### config.mk
export PLATFORM = sky130hd
export DESIGN_NAME = pwr_mode_ctrl
export DESIGN_NICKNAME = d
export VERILOG_FILES = /design/src/rtl/pmc_pkg.sv /design/src/rtl/pmc_key_guard.sv /design/src/rtl/pmc_mode_seq.sv /design/src/rtl/pmc_gate_map.sv /design/src/rtl/pwr_mode_ctrl.sv
export SDC_FILE = /design/constraint.sdc
export NUM_CORES = 1
export LEC_CHECK = 0
export BUFFER_PORTS_ARGS = -buffer_cell sky130_fd_sc_hd__buf_2
export CELL_PAD_IN_SITES_DETAIL_PLACEMENT = 1
export CELL_PAD_IN_SITES_GLOBAL_PLACEMENT = 2
export CORE_MARGIN = 8
export CORE_UTILIZATION = 23
export DETAILED_ROUTE_END_ITERATION = 7
export GPL_TIMING_DRIVEN = 0
export PLACE_DENSITY_LB_ADDON = 0.15
export SYNTH_ARGS = -nofsm -noshare
export SYNTH_HDL_FRONTEND = slang
export SYNTH_SLANG_ARGS = --single-unit
### constraint.sdc
create_clock -name clk -period 1.2 [get_ports clk]
set_input_delay 0.06 -clock clk [delete_from_list [all_inputs] [get_ports clk]]
set_output_delay 0.06 -clock clk [all_outputs]
set_load 0.05 [all_outputs]
### src/rtl/pmc_pkg.sv
package pmc_pkg;
  localparam int DATA_W = 16;
  localparam int ADDR_W = 2;

  typedef enum logic [1:0] {
    PM_ACTIVE = 2'b00,
    PM_CORE   = 2'b01,
    PM_SYS    = 2'b10,
    PM_HIB    = 2'b11
  } pm_mode_e;

  typedef enum logic [1:0] {
    LK_IDLE  = 2'd0,
    LK_FIRST = 2'd1,
    LK_OPEN  = 2'd2
  } lock_e;

  localparam logic [DATA_W-1:0] KEY_FIRST  = 16'h4859;
  localparam logic [DATA_W-1:0] KEY_SECOND = 16'hF27B;

  localparam logic [ADDR_W-1:0] A_KEY   = 2'd0;
  localparam logic [ADDR_W-1:0] A_MODE  = 2'd1;
  localparam logic [ADDR_W-1:0] A_CGOFF = 2'd2;
  localparam logic [ADDR_W-1:0] A_STATE = 2'd3;
endpackage

### src/rtl/pmc_key_guard.sv
module pmc_key_guard
  import pmc_pkg::*;
(
  input  logic              clk,
  input  logic              rst_n,
  input  logic              wr,
  input  logic [ADDR_W-1:0] addr,
  input  logic [DATA_W-1:0] wdata,
  output lock_e             stage,
  output logic              open_now
);
  lock_e stage_q, stage_d;

  always_comb begin
    stage_d = stage_q;
    if (wr) begin
      if (addr == A_KEY) begin
        unique case (stage_q)
          LK_IDLE:  stage_d = (wdata == KEY_FIRST)  ? LK_FIRST : LK_IDLE;
          LK_FIRST: stage_d = (wdata == KEY_SECOND) ? LK_OPEN  : LK_IDLE;
          default:  stage_d = LK_IDLE;
        endcase
      end else begin
        stage_d = LK_IDLE;
      end
    end
  end

  always_ff @(posedge clk or negedge rst_n) begin
    if (!rst_n) stage_q <= LK_IDLE;
    else        stage_q <= stage_d;
  end

  assign stage    = stage_q;
  assign open_now = (stage_q == LK_OPEN);

  // the open stage can only follow the first-key stage
  a_r2_open_after_first: assert property (@(posedge clk) disable iff (!rst_n)
    (stage_q == LK_IDLE) |=> (stage_q != LK_OPEN));

  // any write while open closes the guard
  a_r4_relock_on_write: assert property (@(posedge clk) disable iff (!rst_n)
    (stage_q == LK_OPEN && wr) |=> (stage_q == LK_IDLE));

  // without a write the stage holds
  a_r6_stage_holds: assert property (@(posedge clk) disable iff (!rst_n)
    !wr |=> $stable(stage_q));
endmodule

### src/rtl/pmc_mode_seq.sv
module pmc_mode_seq
  import pmc_pkg::*;
#(
  parameter int                 NWAKE         = 8,
  parameter logic [NWAKE-1:0]   HIB_WAKE_MASK = 8'h0F
)(
  input  logic             clk,
  input  logic             rst_n,
  input  logic             cpu_sleep,
  input  logic [NWAKE-1:0] wake_src,
  input  pm_mode_e         mode_req,
  output pm_mode_e         applied
);
  pm_mode_e app_q, app_d;
  logic     sleep_q;
  logic     sleep_rise;
  logic     wake_ok;

  assign sleep_rise = cpu_sleep && !sleep_q;
  assign wake_ok    = (app_q == PM_HIB) ? |(wake_src & HIB_WAKE_MASK) : |wake_src;

  always_comb begin
    app_d = app_q;
    if (app_q == PM_ACTIVE) begin
      if (sleep_rise) app_d = mode_req;
    end else if (wake_ok) begin
      app_d = PM_ACTIVE;
    end
  end

  always_ff @(posedge clk or negedge rst_n) begin
    if (!rst_n) begin
      app_q   <= PM_ACTIVE;
      sleep_q <= 1'b0;
    end else begin
      app_q   <= app_d;
      sleep_q <= cpu_sleep;
    end
  end

  assign applied = app_q;

  // a qualifying wake always lands in active
  a_r10_wake_returns: assert property (@(posedge clk) disable iff (!rst_n)
    (app_q != PM_ACTIVE && |(wake_src & HIB_WAKE_MASK)) |=> (app_q == PM_ACTIVE));

  // leaving active needs a sleep edge
  a_r11_entry_on_edge: assert property (@(posedge clk) disable iff (!rst_n)
    (app_q == PM_ACTIVE && !(cpu_sleep && !sleep_q)) |=> (app_q == PM_ACTIVE));
endmodule

### src/rtl/pmc_gate_map.sv
module pmc_gate_map
  import pmc_pkg::*;
#(
  parameter int NPERIPH = 8
)(
  input  pm_mode_e           applied,
  input  logic [NPERIPH-1:0] cg_off,
  output logic               core_en,
  output logic               bus_en,
  output logic               irq_en,
  output logic [NPERIPH-1:0] periph_en
);
  logic periph_live;

  always_comb begin
    core_en     = 1'b1;
    bus_en      = 1'b1;
    irq_en      = 1'b1;
    periph_live = 1'b1;
    unique case (applied)
      PM_ACTIVE: ;
      PM_CORE:   core_en = 1'b0;
      PM_SYS: begin
        core_en     = 1'b0;
        bus_en      = 1'b0;
        periph_live = 1'b0;
      end
      default: begin
        core_en     = 1'b0;
        bus_en      = 1'b0;
        irq_en      = 1'b0;
        periph_live = 1'b0;
      end
    endcase
  end

  for (genvar i = 0; i < NPERIPH; i++) begin : g_periph
    assign periph_en[i] = periph_live & ~cg_off[i];
  end
endmodule

### src/rtl/pwr_mode_ctrl.sv
module pwr_mode_ctrl
  import pmc_pkg::*;
#(
  parameter int               NPERIPH       = 8,
  parameter int               NWAKE         = 8,
  parameter logic [NWAKE-1:0] HIB_WAKE_MASK = 8'h0F
)(
  input  logic               clk,
  input  logic               rst_n,
  input  logic               bus_wr,
  input  logic [1:0]         bus_addr,
  input  logic [15:0]        bus_wdata,
  output logic [15:0]        bus_rdata,
  input  logic               cpu_sleep,
  input  logic [NWAKE-1:0]   wake_src,
  output logic               core_clk_en,
  output logic               bus_clk_en,
  output logic               irq_clk_en,
  output logic [NPERIPH-1:0] periph_clk_en
);
  localparam int CG_PAD = DATA_W - NPERIPH;

  lock_e              stage;
  logic               unlocked;
  pm_mode_e           mode_q;
  pm_mode_e           applied;
  logic [NPERIPH-1:0] cg_off_q;

  pmc_key_guard u_guard (
    .clk      (clk),
    .rst_n    (rst_n),
    .wr       (bus_wr),
    .addr     (bus_addr),
    .wdata    (bus_wdata),
    .stage    (stage),
    .open_now (unlocked)
  );

  always_ff @(posedge clk or negedge rst_n) begin
    if (!rst_n) begin
      mode_q   <= PM_ACTIVE;
      cg_off_q <= '0;
    end else if (bus_wr) begin
      if (bus_addr == A_MODE && unlocked) mode_q <= pm_mode_e'(bus_wdata[1:0]);
      if (bus_addr == A_CGOFF)            cg_off_q <= bus_wdata[NPERIPH-1:0];
    end
  end

  pmc_mode_seq #(
    .NWAKE         (NWAKE),
    .HIB_WAKE_MASK (HIB_WAKE_MASK)
  ) u_seq (
    .clk       (clk),
    .rst_n     (rst_n),
    .cpu_sleep (cpu_sleep),
    .wake_src  (wake_src),
    .mode_req  (mode_q),
    .applied   (applied)
  );

  pmc_gate_map #(.NPERIPH(NPERIPH)) u_map (
    .applied   (applied),
    .cg_off    (cg_off_q),
    .core_en   (core_clk_en),
    .bus_en    (bus_clk_en),
    .irq_en    (irq_clk_en),
    .periph_en (periph_clk_en)
  );

  always_comb begin
    unique case (bus_addr)
      A_KEY:   bus_rdata = {{(DATA_W-2){1'b0}}, stage};
      A_MODE:  bus_rdata = {{(DATA_W-2){1'b0}}, mode_q};
      A_CGOFF: bus_rdata = {{CG_PAD{1'b0}}, cg_off_q};
      default: bus_rdata = {{(DATA_W-2){1'b0}}, applied};
    endcase
  end

  // the stored mode only moves after the guard was open
  a_r3_mode_needs_unlock: assert property (@(posedge clk) disable iff (!rst_n)
    !$stable(mode_q) |-> $past(unlocked));

  // the core clock is only gated once the processor sleeps
  a_r8_core_gate_after_sleep: assert property (@(posedge clk) disable iff (!rst_n)
    $fell(core_clk_en) |-> $past(cpu_sleep));

  // interrupt clock off implies bus clock off
  a_r8_irq_implies_bus: assert property (@(posedge clk) disable iff (!rst_n)
    !irq_clk_en |-> !bus_clk_en);

  // peripheral clocks follow the bus clock in deep modes
  a_r9_periph_forced_off: assert property (@(posedge clk) disable iff (!rst_n)
    !bus_clk_en |-> (periph_clk_en == '0));
endmodule

==> flow_summary_export.csv <==
group,metric,value,unit
run_status,status,"complete, but fails checks",
run_status,violations,"setup timing",
power_and_ir_drop,power.total,1.80,mW
critical_path,r2r_end,"u_guard.stage[0]",
critical_path,r2r_start,"u_guard.stage[1]",
critical_path,reg2reg_setup_slack,-0.10,ns
logic_synthesis,synth_compound_area_frac,0.0496,
sta,grt_setup_unrepaired,"true",
route,vias,848,
layout,final_common_cell,"buf_2",
power_and_ir_drop,swShare,0.389,
sta,fin_crit,1.40,ns
clocking,clock-root-buffer,"clkbuf_8",
logic_synthesis,synth-xor-area-share,0,
placed_design,detailed_place_hpwl,2170,microns
route,viasPerCell,4.30,
floorplanning,die_w,77.0,microns
logic_synthesis,syn-instance-count,77,
placed_design,gp_congestion,0.801,
logic_synthesis,ys_seq_area_frac,0.438,
logic_synthesis,synthAdderAreaFrac,0,
logic_synthesis,ys_seq_elements,15,
logic_synthesis,ys_types,26,
min_path,hold_path.startpoint,"bus_wdata[3]",
critical_path,required,1.14,ns
critical_path,slowest_delay,0.50,ns
min_path,hold_path_class,"primary input to register",
floorplanning,die_h,77.0,microns
floorplanning,start_util,0.236,
logic_synthesis,yosysWarnings,0,
clocking,cts_made_buffers,3,
layout,layout_common_cells,"35 x buf_2, 15 x dfrtp_1, 14 x buf_4",
critical_path,crit_path_top_delay_cell,"mux4_2",
placed_design,placed_cells,180,
route,dr.pass1.iters,3,
logic_synthesis,synth-simple-area-share,0.236,
critical_path,critPathLaunch,"u_seq.applied[1]",
sta,setup_tns,-1.09,ns
clocking,cts_tree,"built",
layout,fin_cells,197,
layout,drive_gt1_frac,0.705,
grt,grt_overflow,0,
grt,grtUsageTotal,0.0975,
sta,slew_viol_final,0,
power_and_ir_drop,combPwrFrac,0.426,
layout,fin_nets,180,
grt,grt_pass1_wl,4820,microns
sta,fin_crit_sh,1.17,
route,drt_iter0_markers,11,
clocking,path_clk_slew,0.07,ns
floorplanning,io_pins,57,
grt,antenna_found_initial,0,
clocking,clk_path_buf_depth,2,
sta,finalHoldViolations,0,
power_and_ir_drop,p_int,1.10,mW
route,wl,3010,microns
critical_path,cp_cell_sequence,"mux4_2, buf_6",
clocking,cts.sinks,15,
logic_synthesis,synth_area,857,sq um
sta,fin_worst_skew,0.00985,ns
route,postRouteAntennaNets,0,
critical_path,worst_setup_path_start_kind,"register",
clocking,clock_latency,0.25,ns
placed_design,io_buffers,48,
flow_run,drv_cap,0,
power_and_ir_drop,p_clk_frac,0.230,
grt,grt_max_degree,16,
critical_path,endpoint,"bus_rdata[1]",
power_and_ir_drop,power_frac_seq,0.343,
route,avgRoutedWirePerCell,15.3,microns
sta,fmax,714,MHz
floorplanning,rows,22,
critical_path,worstPathArrival,1.34,ns
power_and_ir_drop,power_density,1130,nW/um^2
power_and_ir_drop,ir_drop,0.821,mV
floorplanning,dieArea,5940,sq um
critical_path,endpoint_kind,"primary output",
grt,grt_pass1_vias,1008,
logic_synthesis,syn_avg_cell_area,11.1,sq um
critical_path,r2r_cells,5,
logic_synthesis,synth_top_family_by_area,"simple AND/OR/NAND/NOR gates",
critical_path,crit_type,"register to primary output",
route,drc,0,
sta,setup_violations,12,
power_and_ir_drop,p_leak,0.780,nW
sta,fin_ws,-0.201,ns
critical_path,path_max_fanout,4,
layout,diodes,0,
layout,syn2layout_area_growth,86.9,%
logic_synthesis,yosys-mux-area-fraction,0.184,
power_and_ir_drop,p_switching,0.701,mW
clocking,h-tree-depth,1,
floorplanning,core-area,3630,sq um
## metrics by stage
stage                     setup WS [ns]  hold WS [ns]  cell area, sq um  utilization
after floorplan                  -0.126        -0.236               883            -
after global placement          -0.0984       -0.0143              1180        0.326
after detailed placement         -0.107       -0.0121              1180        0.326
after CTS                        -0.198        0.0484              1510        0.416
after global routing             -0.230        0.0587              1600        0.441
final                            -0.201        0.0579              1600        0.441
## state kept, by name (all words and copies together) (netlist names)
name	count
u_guard.stage	2
mode_q	2
u_seq.applied	2
cg_off_q	8
u_seq.sleep_q	1
## worst min path at each step
stage               slack (ns)  depth (start not counted)                to
finish                    0.06                          2       cg_off_q[3]
global route              0.06                          2       cg_off_q[7]
CTS                       0.05                          2  u_guard.stage[0]
floorplan                -0.24                          0       cg_off_q[0]
global placement         -0.01                          1       cg_off_q[7]
detailed placement       -0.01                          1       cg_off_q[7]
## power by group through the flow
stage	registers (mW)	clock network, mW	logic [mW]
after floorplan	0.596	0	0.460
after global placement	0.607	0	0.613
after detailed placement	0.608	0	0.619
after CTS	0.615	0.421	0.748
after global routing	0.629	0.462	0.809
final	0.619	0.415	0.769
## critical path: cells and delay by family, from the launching register on
kind	cells	cell delay [ns]
multiplexers	1	0.50
buffers and inverters	1	0.17
flip-flops	1	0.43
## metal layers
layer / GRT usage / share of wire / up-vias
met2: 0.163 / 0.51 / 40
met1: 0.110 / 0.40 / 397
met3: 0.0513 / 0.084 / 4
met4: 0.0113 / 0.0083 / 0
met5: 0 / 0 / -
li1: - / - / 407
## synth_stat cells, drive strengths merged
cell	number	area [sq um]
a21oi	1	8.76
a22o	2	18.8
and2	6	37.5
buf	8	60.1
clkbuf	1	3.75
conb	1	3.75
dfrtp	15	375
inv	3	11.3
mux2	10	113
mux4	2	45.0
nand2	3	13.8
nand4	3	18.8
nand4b	1	8.76
nor2	9	33.8
nor2b	2	20.0
nor3b	1	7.51
nor4	1	6.26
nor4b	2	17.5
nor4bb	2	20.0
o22ai	1	6.26
o32ai	1	8.76
or4	2	18.8
## final cells by class
class | count | area (sq um)
Timing Repair Buffer | 62 | 492
Sequential cell | 15 | 375
Tap cell | 48 | 60.1
Buffer | 8 | 60.1
Fill cell | 415 | 2030
Multi-Input combinational cell | 57 | 544
Clock inverter | 1 | 5.00
Inverter | 3 | 23.8
Clock buffer | 3 | 41.3
## logic make-up (layout without fill, tap and decap cells)
kind of cell	count (synthesis)	in the layout
AO/OA/AOI/OAI	5	5
buffers and inverters	12	77
flip-flops	15	15
multiplexers	12	12
other	1	8
AND/OR/NAND/NOR	32	32
## timing repair
item                                    in CTS  in global routing
buffers inserted                             7                  4
endpoints found under the setup margin      13                 19
pin swaps                                    8                  3
endpoints found under the hold margin       16                  0
gates cloned                                 1                  0
resized for setup                           56                 16
hold buffers                                 2                  0
Power figures use the tool's default switching activity.
